[src/rtl/stb_pkg.sv]
package stb_pkg;

  function automatic int lo_width(input int word_w);
    return (word_w > 16) ? 16 : word_w;
  endfunction

  function automatic int hi_width(input int word_w);
    return (word_w > 16) ? (word_w - 16) : 1;
  endfunction

endpackage

[src/rtl/stb_hold.sv]
module stb_hold #(
  parameter int WORD_W = 24
) (
  input  logic              clk,
  input  logic              rst_n,
  input  logic              wr_hi,
  input  logic              wr_lo,
  input  logic [15:0]       wr_data,
  input  logic              copy,
  output logic [WORD_W-1:0] word,
  output logic              pending,
  output logic              ready
);
  localparam int LO_W = stb_pkg::lo_width(WORD_W);
  localparam int HI_W = stb_pkg::hi_width(WORD_W);

  logic [LO_W-1:0] lo_q, lo_d, lo_src;
  logic            pend_d, rdy_d;

  // a low write presents its data directly so a same-cycle copy sees it
  assign lo_src = wr_lo ? wr_data[LO_W-1:0] : lo_q;

  always_comb begin
    lo_d   = lo_q;
    pend_d = pending;
    rdy_d  = ready;
    if (wr_lo) begin
      lo_d   = wr_data[LO_W-1:0];
      pend_d = 1'b1;
      rdy_d  = 1'b0;
    end
    if (copy) begin
      pend_d = 1'b0;
      rdy_d  = 1'b1;
    end
  end

  always_ff @(posedge clk or negedge rst_n) begin
    if (!rst_n) begin
      lo_q    <= '0;
      pending <= 1'b0;
      ready   <= 1'b1;
    end else begin
      lo_q    <= lo_d;
      pending <= pend_d;
      ready   <= rdy_d;
    end
  end

  generate
    if (WORD_W > 16) begin : g_hi
      logic [HI_W-1:0] hi_q, hi_d;
      always_comb begin
        hi_d = hi_q;
        if (wr_hi) hi_d = wr_data[HI_W-1:0];
      end
      always_ff @(posedge clk or negedge rst_n) begin
        if (!rst_n) hi_q <= '0;
        else        hi_q <= hi_d;
      end
      assign word = {hi_q, lo_src};
    end else begin : g_lo_only
      assign word = lo_src;
    end
  endgenerate

  AST_READY_ON_COPY: assert property (@(posedge clk) disable iff (!rst_n)
    copy |=> ready);
  AST_LO_WRITE_BLOCKS: assert property (@(posedge clk) disable iff (!rst_n)
    (wr_lo && !copy) |=> !ready);
  AST_READY_VS_PENDING: assert property (@(posedge clk) disable iff (!rst_n)
    ready != pending);

endmodule

[src/rtl/stb_stage.sv]
module stb_stage #(
  parameter int WORD_W = 24
) (
  input  logic              clk,
  input  logic              rst_n,
  input  logic              copy,
  input  logic [WORD_W-1:0] word,
  input  logic              frame_end,
  input  logic              self_fs_en,
  output logic [WORD_W-1:0] frame_word,
  output logic              empty_n,
  output logic              fs_gen
);
  logic [WORD_W-1:0] stage_q, stage_d;
  logic              loaded_q, loaded_d;
  logic              empty_d, fsg_d;

  always_comb begin
    stage_d  = stage_q;
    loaded_d = loaded_q;
    empty_d  = empty_n;
    fsg_d    = 1'b0;
    if (frame_end) empty_d = 1'b0;
    if (copy) begin
      stage_d  = word;
      loaded_d = 1'b1;
      empty_d  = 1'b1;
      fsg_d    = self_fs_en;
    end
  end

  always_ff @(posedge clk or negedge rst_n) begin
    if (!rst_n) begin
      stage_q  <= '0;
      loaded_q <= 1'b0;
      empty_n  <= 1'b0;
      fs_gen   <= 1'b0;
    end else begin
      stage_q  <= stage_d;
      loaded_q <= loaded_d;
      empty_n  <= empty_d;
      fs_gen   <= fsg_d;
    end
  end

  // nothing staged since reset: frames carry zeros
  assign frame_word = loaded_q ? stage_q : '0;

  AST_EMPTY_ON_COPY: assert property (@(posedge clk) disable iff (!rst_n)
    copy |=> empty_n);
  AST_UNLOADED_IS_EMPTY: assert property (@(posedge clk) disable iff (!rst_n)
    !loaded_q |-> !empty_n);

endmodule

[src/rtl/stb_shift.sv]
module stb_shift #(
  parameter int WORD_W = 24
) (
  input  logic              clk,
  input  logic              rst_n,
  input  logic              frame_start,
  input  logic [WORD_W-1:0] frame_word,
  output logic              dx,
  output logic              busy,
  output logic              frame_end
);
  localparam int CNT_W = $clog2(WORD_W);
  localparam logic [CNT_W-1:0] CNT_TOP = CNT_W'(WORD_W - 1);

  logic [WORD_W-1:0] sh_q, sh_d;
  logic [CNT_W-1:0]  cnt_q, cnt_d;
  logic              busy_d;

  assign frame_end = busy && (cnt_q == '0);

  always_comb begin
    sh_d   = sh_q;
    cnt_d  = cnt_q;
    busy_d = busy;
    if (frame_start) begin
      sh_d   = frame_word;
      cnt_d  = CNT_TOP;
      busy_d = 1'b1;
    end else if (busy) begin
      sh_d = {sh_q[WORD_W-2:0], 1'b0};
      if (cnt_q == '0) busy_d = 1'b0;
      else             cnt_d  = cnt_q - 1'b1;
    end
  end

  always_ff @(posedge clk or negedge rst_n) begin
    if (!rst_n) begin
      sh_q  <= '0;
      cnt_q <= '0;
      busy  <= 1'b0;
    end else begin
      sh_q  <= sh_d;
      cnt_q <= cnt_d;
      busy  <= busy_d;
    end
  end

  assign dx = busy & sh_q[WORD_W-1];

  AST_FIRST_BIT_MSB: assert property (@(posedge clk) disable iff (!rst_n)
    frame_start |=> (dx == $past(frame_word[WORD_W-1])));
  AST_FRAME_CONTINUES: assert property (@(posedge clk) disable iff (!rst_n)
    (busy && cnt_q != '0) |=> busy);

endmodule

[src/rtl/ser_tx_buffer.sv]
module ser_tx_buffer #(
  parameter int WORD_W = 24
) (
  input  logic        clk,
  input  logic        rst_n,
  input  logic        self_fs_en,
  input  logic        fs_in,
  input  logic        wr_hi,
  input  logic        wr_lo,
  input  logic [15:0] wr_data,
  output logic        dx,
  output logic        fs_out,
  output logic        tx_ready,
  output logic        tx_empty_n
);
  logic              rst_meta, rst_q;
  logic              copy, pending, busy, frame_end, frame_start, fs_gen, sync_sel;
  logic [WORD_W-1:0] hold_word, frame_word;

  // asynchronous assert, synchronous release
  always_ff @(posedge clk or negedge rst_n) begin
    if (!rst_n) begin
      rst_meta <= 1'b0;
      rst_q    <= 1'b0;
    end else begin
      rst_meta <= 1'b1;
      rst_q    <= rst_meta;
    end
  end

  assign sync_sel    = self_fs_en ? fs_gen : fs_in;
  assign frame_start = sync_sel && !busy;
  assign copy        = (wr_lo || pending) && !busy && !frame_start;
  assign fs_out      = fs_gen;

  stb_hold #(.WORD_W(WORD_W)) u_hold (
    .clk(clk), .rst_n(rst_q), .wr_hi(wr_hi), .wr_lo(wr_lo), .wr_data(wr_data),
    .copy(copy), .word(hold_word), .pending(pending), .ready(tx_ready)
  );

  stb_stage #(.WORD_W(WORD_W)) u_stage (
    .clk(clk), .rst_n(rst_q), .copy(copy), .word(hold_word),
    .frame_end(frame_end), .self_fs_en(self_fs_en),
    .frame_word(frame_word), .empty_n(tx_empty_n), .fs_gen(fs_gen)
  );

  stb_shift #(.WORD_W(WORD_W)) u_shift (
    .clk(clk), .rst_n(rst_q), .frame_start(frame_start), .frame_word(frame_word),
    .dx(dx), .busy(busy), .frame_end(frame_end)
  );

  AST_SELF_PULSE_STARTS: assert property (@(posedge clk) disable iff (!rst_q)
    fs_out |=> busy);

endmodule

[config.mk]
export PLATFORM = sky130hd
export DESIGN_NAME = ser_tx_buffer
export DESIGN_NICKNAME = d
export VERILOG_FILES = /design/src/rtl/stb_pkg.sv /design/src/rtl/stb_hold.sv /design/src/rtl/stb_stage.sv /design/src/rtl/stb_shift.sv /design/src/rtl/ser_tx_buffer.sv
export SDC_FILE = /design/constraint.sdc
export NUM_CORES = 1
export LEC_CHECK = 0
export BUFFER_PORTS_ARGS = -buffer_cell sky130_fd_sc_hd__buf_2
export CAP_MARGIN = 20
export CORE_MARGIN = 2
export CORE_UTILIZATION = 39
export DETAILED_ROUTE_END_ITERATION = 16
export SETUP_SLACK_MARGIN = 0.2
export SKIP_LAST_GASP = 1
export SLEW_MARGIN = 20
export SYNTH_ARGS = -nofsm -noshare
export SYNTH_HDL_FRONTEND = slang
export SYNTH_SLANG_ARGS = --single-unit
[constraint.sdc]
create_clock -name clk -period 2.8 [get_ports clk]
set_input_delay 0.42 -clock clk [delete_from_list [all_inputs] [get_ports clk]]
set_output_delay 0.42 -clock clk [all_outputs]
set_load 0.02 [all_outputs]
Yosys cells after proc, flatten, opt, wreduce, memory -nomap -nowiden:

Cells that the tools add are included.

* output and inout port bits: 4
* logic and storage cells: 46
* input port bits: 22
* bits in registers: 85

* reductions and logical operators: 12
* muxes and demuxes: 18
* add/subtract/negate cells: 1
* eq/ne operators: 1
* bitwise operators: 1

Operators with widths (count)
* $mux 24: 3
* $mux 16: 1
* $mux 5: 3
* $mux 1: 11
* $reduce_bool 2->1: 3
* $logic_not 5->1: 1
* $sub 5x1->5 const B: 1
* $logic_and 1x1->1: 4
* $logic_not 1->1: 2
* $ne 2x2->1 const B: 1
* $reduce_and 2->1: 1
* $and 1x1->1: 1
* $logic_or 1x1->1: 1

Depth between registers and ports, before layout:

Gate-level depths: netlist (run 1).

* depth in word-level cells: 5
* depth in mapped cells: 5
* gate-level depth less buffers: 5

By module:

From an unflattened synthesis (run 1), not the netlist that was laid out.

* cell total of the unflattened synthesis: 283
* area total of the unflattened synthesis: 3728.6 um2

Modules (own cells, without submodules)
* stb_shift: area each 1403.8 um2, cells an instance 135, instances 1, seq. area each 750.7 um2
* stb_stage: area each 1233.7 um2, cells an instance 84, instances 1, seq. area each 675.6 um2
* stb_hold: area each 1007.2 um2, cells an instance 57, instances 1, seq. area each 651.9 um2
* ser_tx_buffer: area each 83.8 um2, cells an instance 7, instances 1, seq. area each 50.0 um2

Worst setup path before layout (run 1):

Ideal clock, no wire load.

* kind: register to register
* start point: register u_stage.fs_gen
* end point: register u_stage.stage_q[13]
* setup slack: 0.919 ns
* period minus slack after synthesis: 1.881 ns
* data arrival time: 1.756 ns
* data required time: 2.675 ns
* path buffers: 2
* cell stages (with the launch flop): 6
* setup time: 0.125 ns
* path through: dfrtp_1 -> mux2_4 -> buf_6 -> nor3_4 -> buf_6 -> mux2_2

* longest elaborated chain between the ends: 4

RTL lines
* start: declaration: line stb_stage.sv:12 `output logic fs_gen`
* start signal: assignment: line stb_stage.sv:42 `fs_gen <= fsg_d;`
* $mux 1: line ser_tx_buffer.sv:31 `assign sync_sel = self_fs_en ? fs_gen : fs_in;`
* $logic_and 1x1->1: line ser_tx_buffer.sv:32 `assign frame_start = sync_sel && !busy;`
* $logic_not 1->1: line ser_tx_buffer.sv:33 `assign copy = (wr_lo || pending) && !busy && !frame_start;`
* $logic_and 1x1->1: line ser_tx_buffer.sv:33
* end signal: assignment: line stb_stage.sv:39 `stage_q <= stage_d;`
* end: declaration: line stb_stage.sv:14 `logic [WORD_W-1:0] stage_q, stage_d;`

Every way passes these cells.
A chain may end at the register's enable or synchronous reset.

Worst setup path after layout (run 1):

* start point: register u_shift.busy
* end point: output dx

* longest elaborated chain between the ends: 1

RTL lines
* start: declaration: line stb_shift.sv:9 `output logic busy,`
* start signal: assignment: line stb_shift.sv:44 `busy <= busy_d;`
* $and 1x1->1: line stb_shift.sv:48 `assign dx = busy & sh_q[WORD_W-1];`
* end: declaration: line ser_tx_buffer.sv:11 `output logic dx,`

Every way passes these cells.

==> impl_results.rst, run 1 <==
.. list-table::
   :header-rows: 1

   * - Metric
     - Value
   * - Outcome
     - completed
   * - FF-to-FF Start
     - u_shift.cnt_q[0]
   * - Max FO, Critical Path
     - 58
   * - Flip-flop and latch count after synthesis
     - 85
   * - CTS H-tree depth
     - 3
   * - Routed wire length
     - 6170 µm
   * - Min Tclk post-route
     - 1.98 ns
   * - P_leak
     - 1.77 nW
   * - DRC Markers
     - 0
   * - Portion of total power attributed to combinational logic
     - 26.6%
   * - Library cells used by synthesis
     - 29
   * - Switching power share of the total
     - 29.2%
   * - Syn Nets
     - 300
   * - First-pass GRT wire length
     - 10700 µm
   * - Slew headroom
     - 54.8%
   * - Synth top area cells
     - sky130_fd_sc_hd__dfrtp_1 (59%), sky130_fd_sc_hd__mux2_2 (15%), sky130_fd_sc_hd__mux2i_1 (7.0%)
   * - Number of nets with antenna violations after detailed routing
     - 0
   * - Floorplan die width
     - 99.7 µm
   * - Leading cell types in the layout, fill and taps excluded
     - sky130_fd_sc_hd__dfrtp_1 (83), sky130_fd_sc_hd__mux2_2 (48), sky130_fd_sc_hd__nand2_1 (27)
   * - Via count
     - 2064
   * - Placeable core area
     - 8810 µm²
   * - Instance count of the mapped netlist
     - 277
   * - Max Fclk
     - 0.504 GHz
   * - Pre-CTS worst setup slack
     - 0.775 ns
   * - Clock tree from TritonCTS
     - yes
   * - Antenna diodes
     - 0
   * - Number of top-level pins
     - 26
   * - Total area of sequential cells
     - 2130 µm²
   * - Post-synthesis to final-layout area growth
     - 12.9%
   * - Routed vias/inst
     - 4.96
   * - CTS Buffer Depth
     - 2
   * - Proportion of layout cells with a drive suffix above 1
     - 31.8%
   * - Critical path's largest stage delay
     - 0.45 ns
   * - First drt pass iteration count
     - 4
   * - Max-Cap Viols
     - 0
   * - Pwr Density
     - 908 nW/µm²
   * - Buffers added on ports
     - 25
   * - Multi-input gate area in the final layout
     - 1350 µm²
   * - Share of the synthesized area in the top cell type
     - 58.8%
   * - Primary FF master, synth
     - sky130_fd_sc_hd__dfrtp_1
   * - Highest-delay cell along the critical path
     - sky130_fd_sc_hd__buf_4
   * - Setup CP Type
     - flip-flop to output pin
   * - CP Launch Type
     - flip-flop
   * - Congestion Overflow GR
     - 0
   * - Number of non-filler instances in the completed layout
     - 416
   * - Net total in the final layout
     - 326
   * - Period utilisation layout
     - 70.9%
   * - Latest clock arrival within the worst-skew pair
     - 0.35 ns
   * - Max-slew violation total from the final report
     - 0
   * - Core Util, Final
     - 45.8%
   * - Critical path's top delay family
     - buffers and inverters
   * - Number of global-route vias before repair
     - 2141
   * - Ordered cell list for the critical path
     - buf_4 > and2_1 > buf_2
   * - Register area share after synthesis
     - 59.6%
   * - Crit path launch
     - u_shift.busy
   * - Part of the total power dissipated in the clock network
     - 23.6%
   * - Root buffer cell
     - sky130_fd_sc_hd__clkbuf_8
   * - Total internal power
     - 0.00259 W
   * - Final count of negative-setup-slack endpoints
     - 0
   * - Synthesized area divided by synthesized cell count
     - 12.9 µm²
   * - CP bufs+invs
     - 2
   * - Largest net degree at the start of global routing
     - 84
   * - Number of filler cells placed in the layout
     - 818
   * - Die Height
     - 99.7 µm
   * - Worst voltage drop across the vdd grid
     - 0.372 mV
   * - Number of warnings reported in the yosys synthesis log
     - 0
   * - Placed cells
     - 398
   * - Clock buffers created by TritonCTS
     - 9
   * - Most common library cell in the layout ignoring fill and taps
     - sky130_fd_sc_hd__dfrtp_1
   * - Total Neg Setup Slack
     - 0 ns
   * - Detailed Route Iter0 Violations
     - 115
   * - Endpoints failing hold
     - 0
   * - PnR Total Power
     - 0.00366 W
   * - Data arrival time of the critical path
     - 1.56 ns
   * - TritonCTS Sinks
     - 85
   * - Pin slew with the least headroom to its limit
     - 0.678 ns
   * - Post-synth EDFFs
     - 0
   * - Routability-driven placement congestion ratio
     - 0.725
   * - Sequential group share of total power
     - 49.8%
   * - Gates resized, CTS repair
     - 0
   * - Setup Skew
     - 0.00975 ns
   * - Worst hold-check path type
     - flip-flop to asynchronous set/reset pin
   * - Area of the die
     - 9940 µm²
   * - Required time of the worst setup path
     - 2.38 ns
   * - RSZ-0062 raised after global routing
     - no
   * - Antenna violations before repair
     - 0
   * - Initial core utilization
     - 40.6%
   * - Number of core rows
     - 34
   * - Clock slew seen by the registers of the worst setup and hold paths
     - 0.08 ns
   * - Critical path endpoint category
     - output pin
   * - Mapped Area
     - 3570 µm²
   * - Switching power of the nets
     - 0.00107 W
   * - Total Routing Usage GR
     - 13.8%
   * - Setup WS post-layout
     - 0.816 ns
   * - Synth area leader
     - sky130_fd_sc_hd__dfrtp_1
   * - Routed len/inst
     - 14.8 µm
   * - Dpl hpwl
     - 3810 µm
   * - Share of synthesized registers carrying an async set or reset
     - 100%
## path summary, 6_finish.rpt
kind / end / slack (ns) / depth (start not counted)
max: dx / 0.82 / 3
min: u_shift.sh_q[18] / 0.26 / 0
max reg2reg: u_shift.cnt_q[2] / 0.94 / 5
min reg2reg: u_shift.sh_q[18] / 0.26 / 0
max in group asynchronous: u_shift.cnt_q[1] / 1.93 / 1
min in group clk: u_hold.g_hi.hi_q[6] / 0.32 / 2
## metrics by stage
step / instance area (µm²) / hold slack (ns)
finish: 4030 / 0.263
global route: 4030 / 0.289
CTS: 4010 / 0.298
detailed placement: 3790 / 0.207
global placement: 3790 / 0.205
floorplan: 3570 / 0.124
## state kept, by name, summed over array words and instances, names as in the netlist
name	flops
u_stage.fs_gen	1
u_hold.pending	1
u_shift.sh_q	24
u_hold.ready	1
rst_meta	1
u_shift.cnt_q	5
u_stage.empty_n	1
u_hold.g_hi.hi_q	8
u_stage.loaded_q	1
u_hold.lo_q	16
u_shift.busy	1
u_stage.stage_q	24
rst_q	1
## routing by layer
metal,vias up,track usage [%],wire length [µm]
met1,1028,18.8,2960
met2,26,21.2,2950
li1,1006,-,-
met4,0,3.16,50
met3,4,5.20,209
met5,-,0,0
## kinds of logic after synthesis
logic type | share of synthesized area (%)
flip-flops | 59.6
AO/OA/AOI/OAI | 5.39
adder cells (fa/ha/maj) | 0.350
AND/OR/NAND/NOR | 9.35
multiplexers | 22.5
buffers and inverters | 2.70
other | 0.105
## Yosys cell counts (3+ instances only)
| cell | n |
|---|---|
| sky130_fd_sc_hd__dfrtp_1 | 84 |
| sky130_fd_sc_hd__mux2_2 | 48 |
| sky130_fd_sc_hd__nand2_1 | 27 |
| sky130_fd_sc_hd__and2_1 | 25 |
| sky130_fd_sc_hd__mux2i_1 | 25 |
| sky130_fd_sc_hd__o21ai_0 | 24 |
| sky130_fd_sc_hd__clkbuf_1 | 9 |
| sky130_fd_sc_hd__nor2_1 | 4 |
| sky130_fd_sc_hd__buf_6 | 3 |
| sky130_fd_sc_hd__inv_1 | 3 |
| sky130_fd_sc_hd__nor2b_1 | 3 |
## worst reg2reg max path: stages, from the launching register on
cell and delay [ns]:
sky130_fd_sc_hd__dfrtp_1 0.42, sky130_fd_sc_hd__inv_1 0.08, sky130_fd_sc_hd__ha_1 0.17, sky130_fd_sc_hd__nor4b_1 0.53
sky130_fd_sc_hd__nor2b_1 0.18, sky130_fd_sc_hd__a221o_1 0.37
## cell type report
class | instances | share of cell area [%]
sequential | 85 | 52.9
multi-input combinational | 173 | 33.4
timing repair buffer | 31 | 5.09
clock buffer | 11 | 3.50
tap | 108 | 3.35
clock inverter | 5 | 1.49
inverter | 3 | 0.279
## repair_timing
item                                   in CTS  in global routing
setup buffers                               0                  0
hold buffers                                1                  0
endpoints found under the hold margin       2                  0
## power groups by stage
stage | clock network [W] | registers [W] | logic [W]
after floorplan | 0 | 0.00181 | 0.000792
after global placement | 0 | 0.00185 | 0.000935
after detailed placement | 0 | 0.00186 | 0.000967
after CTS | 0.000889 | 0.00184 | 0.000974
after global routing | 0.000960 | 0.00188 | 0.00111
final | 0.000863 | 0.00182 | 0.000976
(Power assumes the default switching activity.)
==> run 2, diff against run 1 <==
==> constraint.sdc (replaced) <==
create_clock -name clk -period 1.65 [get_ports clk]
set_input_delay 0.2475 -clock clk [delete_from_list [all_inputs] [get_ports clk]]
set_output_delay 0.2475 -clock clk [all_outputs]
set_load 0.02 [all_outputs]
==> impl_results.rst, run 2 (synthesis results as in run 1) <==
.. list-table::
   :header-rows: 1

   * - Metric
     - Value
   * - Outcome
     - completed
   * - First drt pass iteration count
     - 4
   * - Data arrival time of the critical path
     - 1.83 ns
   * - Routing usage on met2
     - 24.2%
   * - Design Area, Final
     - 4380 µm²
   * - Number of top-level pins
     - 26
   * - Number of non-filler instances in the completed layout
     - 442
   * - Met1 Track Usage GR
     - 20.9%
   * - Routed wire length
     - 6790 µm
   * - Latest clock arrival within the worst-skew pair
     - 0.35 ns
   * - CTS H-tree depth
     - 3
   * - Dpl hpwl
     - 4010 µm
   * - Global routing met3 resource utilization
     - 2.39%
   * - Area of the die
     - 9940 µm²
   * - Buffers added on ports
     - 25
   * - CP Launch Type
     - flip-flop
   * - Proportion of layout cells with a drive suffix above 1
     - 39.2%
   * - Final count of negative-setup-slack endpoints
     - 0
   * - Period utilisation layout
     - 97.3%
   * - P_leak
     - 1.96 nW
   * - Post-synthesis to final-layout area growth
     - 22.5%
   * - Slew headroom
     - 54.2%
   * - RSZ-0062 raised after global routing
     - yes
   * - Max-Cap Viols
     - 0
   * - Worst hold path depth
     - 2
   * - Worst voltage drop across the vdd grid
     - 0.638 mV
   * - Congestion Overflow GR
     - 0
   * - Clock tree from TritonCTS
     - yes
   * - Setup CP Type
     - flip-flop to flip-flop
   * - Number of core rows
     - 34
   * - Switching power share of the total
     - 29.4%
   * - Required time of the worst setup path
     - 1.88 ns
   * - Via count
     - 2212
   * - Pin slew with the least headroom to its limit
     - 0.687 ns
   * - Floorplan die width
     - 99.7 µm
   * - Portion of total power attributed to combinational logic
     - 33.0%
   * - Switching power of the nets
     - 0.00200 W
   * - Pwr Density
     - 1550 nW/µm²
   * - Post-Place Cell Area
     - 3890 µm²
   * - Antenna diodes
     - 0
   * - Total Routing Usage GR
     - 15.3%
   * - Total internal power
     - 0.00479 W
   * - Sequential group share of total power
     - 45.8%
   * - Endpoints failing hold
     - 0
   * - Busiest metal layer after global routing
     - met2
   * - Regs by FF count
     - u_shift.sh_q (24), u_stage.stage_q (24), u_hold.lo_q (16)
   * - Number of global-route vias before repair
     - 2401
   * - Setup Skew
     - 0.00993 ns
   * - Routed vias/inst
     - 5.00
   * - Max Fclk
     - 0.623 GHz
   * - Critical path endpoint category
     - flip-flop
   * - Max FO, Critical Path
     - 8
   * - Largest net degree at the start of global routing
     - 40
   * - Initial core utilization
     - 40.6%
   * - Clock buffers created by TritonCTS
     - 9
   * - Net total in the final layout
     - 352
   * - CTS Buffer Depth
     - 2
   * - Worst hold-check path type
     - primary input to flip-flop
   * - Detailed Route Iter0 Violations
     - 135
   * - Antenna violations before repair
     - 0
   * - Placed cells
     - 407
   * - Die Height
     - 99.7 µm
   * - Number of filler cells placed in the layout
     - 770
   * - Number of nets with antenna violations after detailed routing
     - 0
   * - Max-slew violation total from the final report
     - 0
   * - Placeable core area
     - 8810 µm²
   * - Min Tclk post-route
     - 1.61 ns
   * - First-pass GRT wire length
     - 11900 µm
   * - Part of the total power dissipated in the clock network
     - 21.3%
   * - TritonCTS Sinks
     - 85
   * - Clock slew seen by the registers of the worst setup and hold paths
     - 0.09 ns
   * - DRC Markers
     - 0
   * - Root buffer cell
     - sky130_fd_sc_hd__clkbuf_8
   * - Leading cell types in the layout, fill and taps excluded
     - sky130_fd_sc_hd__dfrtp_1 (82), sky130_fd_sc_hd__mux2_2 (30), sky130_fd_sc_hd__nand2_1 (27)
   * - Routability-driven placement congestion ratio
     - 0.705
   * - Most common library cell in the layout ignoring fill and taps
     - sky130_fd_sc_hd__dfrtp_1
   * - R2R depth
     - 5
   * - Routed len/inst
     - 15.4 µm
[run 2: cell types whose count changed in the layout (fill, tap and decap cells not counted), sizes merged]
cell | previous run | this run
clkinvlp | 1 | 2
buf | 30 | 56
clkbuf | 11 | 10
[run 2: critical path, cell delays in order (launching register included)]
cell and delay [ns]:
sky130_fd_sc_hd__dfrtp_2 0.41, sky130_fd_sc_hd__mux2_4 0.28, sky130_fd_sc_hd__nor3_4 0.19, sky130_fd_sc_hd__buf_6 0.16
sky130_fd_sc_hd__buf_12 0.14, sky130_fd_sc_hd__mux2_4 0.30
[run 2: timing repair]
action                                  4_1_cts  5_1_grt
hold buffers                                  1        0
endpoints found under the hold margin         2        0
gates cloned                                  3        0
pin swaps                                     1        3
gates resized for setup                      26        7
endpoints found under the setup margin       30       52
setup buffers                                 9        6
[run 2: path summary, 6_finish.rpt]
| check | startpoint | to | slack, ns |
|---|---|---|---|
| worst max-delay path | u_stage.fs_gen | u_stage.stage_q[22] | 0.04 |
| worst min-delay path | wr_data[13] | u_hold.lo_q[13] | 0.14 |
| worst max register to register | u_stage.fs_gen | u_stage.stage_q[22] | 0.04 |
| worst min register to register | rst_q | u_stage.stage_q[13] | 0.25 |
| max in group asynchronous | rst_q | u_hold.g_hi.hi_q[3] | 0.77 |
| min in group asynchronous | rst_n | rst_q | 0.21 |
[run 2: per-stage QoR]
stage / utilization, % / setup TNS [ns] / hold WS [ns] / worst slack, ns / total power [W]
6_report: 49.7 / 0 / 0.143 / 0.0440 / 0.00679
5_1_grt: 49.7 / -0.398 / 0.124 / -0.0316 / 0.00726
4_1_cts: 48.9 / 0 / 0.124 / 0.0451 / 0.00670
3_5_place_dp: 44.1 / 0 / 0.0357 / 0.0117 / 0.00486
3_3_place_gp: 44.1 / 0 / 0.0328 / 0.0296 / 0.00479
2_1_floorplan: - / -4.24 / -0.0481 / -0.229 / 0.00446
[run 2: per-layer routing]
| layer | share of wire [%] | up-vias |
|---|---|---|
| li1 | - | 1057 |
| met1 | 49 | 1125 |
| met2 | 48 | 18 |
| met3 | 1.7 | 12 |
| met4 | 2.1 | 0 |
| met5 | 0 | - |
[run 2: power by group through the flow]
stage | clock (W) | combinational (W) | sequential (W)
2_1_floorplan | 0 | 0.00137 | 0.00309
3_3_place_gp | 0 | 0.00166 | 0.00313
3_5_place_dp | 0 | 0.00171 | 0.00315
4_1_cts | 0.00149 | 0.00212 | 0.00310
5_1_grt | 0.00158 | 0.00249 | 0.00319
6_report | 0.00144 | 0.00224 | 0.00311
[run 2: final cells by class]
| type | instances | area (µm²) | area share, % |
|---|---|---|---|
| Clock buffer | 10 | 128 | 2.92 |
| Clock inverter | 6 | 63.8 | 1.46 |
| Inverter | 3 | 11.3 | 0.257 |
| Multi-Input combinational cell | 173 | 1460 | 33.2 |
| Sequential cell | 85 | 2130 | 48.7 |
| Tap cell | 108 | 135 | 3.09 |
| Timing Repair Buffer | 57 | 452 | 10.3 |
==> run 3, diff against run 2 <==
--- a/config.mk
+++ b/config.mk
@@ -10,6 +10,7 @@
 export CORE_MARGIN = 2
 export CORE_UTILIZATION = 39
 export DETAILED_ROUTE_END_ITERATION = 16
+export PLACE_DENSITY_LB_ADDON = 0.3
 export SETUP_SLACK_MARGIN = 0.2
 export SKIP_LAST_GASP = 1
 export SLEW_MARGIN = 20
==> impl_results.rst, run 3 (synthesis results as in run 1) <==
.. list-table::
   :header-rows: 1

   * - Metric
     - Value
   * - Clock slew seen by the registers of the worst setup and hold paths
     - 0.09 ns
   * - Ordered cell list for the critical path
     - mux2_4 > nor3_4 > buf_6 > mux2_2
   * - Max-Cap Viols
     - 0
   * - Critical path endpoint category
     - flip-flop
   * - Max Fclk
     - 0.623 GHz
   * - Number of filler cells placed in the layout
     - 790
   * - Capture point of the worst reg-to-reg path
     - u_stage.stage_q[7]
   * - Antenna diodes
     - 0
   * - Depth of the critical timing path with buffers and inverters included
     - 4
   * - Pwr Density
     - 1570 nW/µm²
   * - Required time of the worst setup path
     - 1.88 ns
   * - Max-slew violation total from the final report
     - 0
   * - Critical path's top delay family
     - multiplexers
   * - Largest net degree at the start of global routing
     - 84
   * - Routed len/inst
     - 15.2 µm
   * - Root buffer cell
     - sky130_fd_sc_hd__clkbuf_8
   * - First-pass GRT wire length
     - 10900 µm
   * - Flop-to-flop setup slack
     - 0.04 ns
   * - Endpoints failing hold
     - 0
   * - Setup WS post-layout
     - 0.0448 ns
   * - Number of global-route vias before repair
     - 2168
   * - TritonCTS Sinks
     - 85
   * - Max FO, Critical Path
     - 12
   * - Critical path's largest stage delay
     - 0.42 ns
   * - Number of core rows
     - 34
   * - Regs by FF count
     - u_shift.sh_q (24), u_stage.stage_q (24), u_hold.lo_q (16)
   * - CTS Buffer Depth
     - 2
   * - Min Tclk post-route
     - 1.61 ns
   * - Clock buffers created by TritonCTS
     - 9
   * - First drt pass iteration count
     - 4
   * - DRC Markers
     - 0
   * - Worst hold path depth
     - 2
   * - Number of top-level pins
     - 26
   * - Clock tree from TritonCTS
     - yes
   * - Met1 Track Usage GR
     - 19.6%
   * - CP Launch Type
     - flip-flop
   * - Dpl hpwl
     - 3920 µm
   * - Area of the die
     - 9940 µm²
   * - Busiest metal layer after global routing
     - met2
   * - CP bufs+invs
     - 1
   * - Final count of negative-setup-slack endpoints
     - 0
   * - R2R depth
     - 4
   * - CTS H-tree depth
     - 3
   * - Highest-delay cell along the critical path
     - sky130_fd_sc_hd__dfrtp_2
   * - Setup CP Type
     - flip-flop to flip-flop
   * - Via count
     - 2154
   * - Worst hold path startpoint
     - wr_data[11]
   * - Initial core utilization
     - 40.6%
   * - Antenna violations before repair
     - 0
   * - FF-to-FF Start
     - u_stage.fs_gen
   * - Routability-driven placement congestion ratio
     - 0.689
   * - Most common library cell in the layout ignoring fill and taps
     - sky130_fd_sc_hd__dfrtp_1
   * - Post-synthesis to final-layout area growth
     - 18.4%
   * - Routed wire length
     - 6600 µm
   * - Total Routing Usage GR
     - 13.9%
   * - Outcome
     - completed
   * - Core Util, Final
     - 48.1%
   * - Pin slew with the least headroom to its limit
     - 0.696 ns
   * - Setup Skew
     - 0.00990 ns
   * - Routed vias/inst
     - 4.97
   * - P_leak
     - 1.87 nW
   * - Floorplan die width
     - 99.7 µm
   * - Routing usage on met2
     - 21.3%
   * - Net total in the final layout
     - 343
   * - Detailed Route Iter0 Violations
     - 124
   * - Worst hold-check path type
     - primary input to flip-flop
   * - Die Height
     - 99.7 µm
   * - Placeable core area
     - 8810 µm²
   * - Pre-CTS worst setup slack
     - 0.00342 ns
   * - Slew headroom
     - 53.6%
   * - Worst hold endpoint
     - u_hold.lo_q[11]
   * - Data arrival time of the critical path
     - 1.83 ns
   * - Buffers added on ports
     - 25
   * - Latest clock arrival within the worst-skew pair
     - 0.35 ns
   * - RSZ-0062 raised after global routing
     - yes
   * - Leading cell types in the layout, fill and taps excluded
     - sky130_fd_sc_hd__dfrtp_1 (81), sky130_fd_sc_hd__mux2_2 (46), sky130_fd_sc_hd__nand2_1 (27)
   * - Worst voltage drop across the vdd grid
     - 0.563 mV
   * - Proportion of layout cells with a drive suffix above 1
     - 36.9%
   * - Global routing met3 resource utilization
     - 2.81%
   * - Congestion Overflow GR
     - 0
   * - Number of nets with antenna violations after detailed routing
     - 0
   * - Period utilisation layout
     - 97.3%
## run 3: cell count changes in the layout (fill, tap and decap cells not counted), moves of 2 or more
cell	delta
sky130_fd_sc_hd__clkbuf_1	+2
sky130_fd_sc_hd__buf_4	-6
sky130_fd_sc_hd__mux2_4	-16
sky130_fd_sc_hd__buf_16	-2
sky130_fd_sc_hd__mux2_2	+16
## run 3: area by class of cell
class                           instances  area [µm²]  share of cell area, %
Timing Repair Buffer                   48         360                   8.52
Sequential cell                        85        2130                   50.4
Inverter                                3        11.3                  0.266
Clock inverter                          4        72.6                   1.71
Tap cell                              108         135                   3.19
Clock buffer                           12         135                   3.19
Multi-Input combinational cell        173        1380                   32.7
## run 3: layer usage
| metal | wire length (µm) | vias to the layer above |
|---|---|---|
| li1 | - | 1033 |
| met1 | 3130 | 1087 |
| met2 | 3210 | 23 |
| met3 | 174 | 11 |
| met4 | 87 | 0 |
| met5 | 0 | - |
## run 3: stage by stage
| stage | setup TNS, ns | std cells | power [W] | cell area [µm²] | hold WS (ns) |
|---|---|---|---|---|---|
| detailed placement | 0 | 403 | 0.00487 | 3860 | 0.0356 |
| CTS | 0 | 425 | 0.00654 | 4130 | 0.134 |
| finish | 0 | 433 | 0.00665 | 4230 | 0.142 |
| global route | -0.487 | 433 | 0.00708 | 4230 | 0.136 |
| floorplan | -4.24 | 277 | 0.00446 | 3600 | -0.0481 |
| global placement | 0 | 403 | 0.00479 | 3860 | 0.0322 |
## run 3: power by group
| group | internal [W] | total [W] | switching (W) |
|---|---|---|---|
| combinational | 0.00115 | 0.00198 | 0.000830 |
| sequential | 0.00274 | 0.00309 | 0.000352 |
| clock | 0.000853 | 0.00157 | 0.000718 |
## run 3: repair_timing
| item | in CTS | in global routing |
|---|---|---|
| endpoints found under the setup margin | 30 | 56 |
| hold buffers | 1 | 0 |
| setup buffers | 5 | 7 |
| endpoints found under the hold margin | 2 | 0 |
| resized for setup | 6 | 7 |
| cloned | 0 | 1 |
| pin swaps | 1 | 1 |
## run 3: how the worst max path moves through the flow
stage	startpoint	to
finish	u_stage.fs_gen	u_stage.stage_q[7]
global route	u_stage.fs_gen	u_stage.stage_q[7]
CTS	u_stage.fs_gen	u_stage.stage_q[7]
detailed placement	self_fs_en	u_stage.stage_q[16]
global placement	self_fs_en	u_stage.stage_q[17]
floorplan	u_stage.fs_gen	u_stage.stage_q[13]
## run 3: worst reg2reg max path: cells and delay by family, from the launching register on
family,cells,cell delay (ns)
AND/OR/NAND/NOR,1,0.24
flip-flops,1,0.42
multiplexers,2,0.63
buffers and inverters,1,0.20
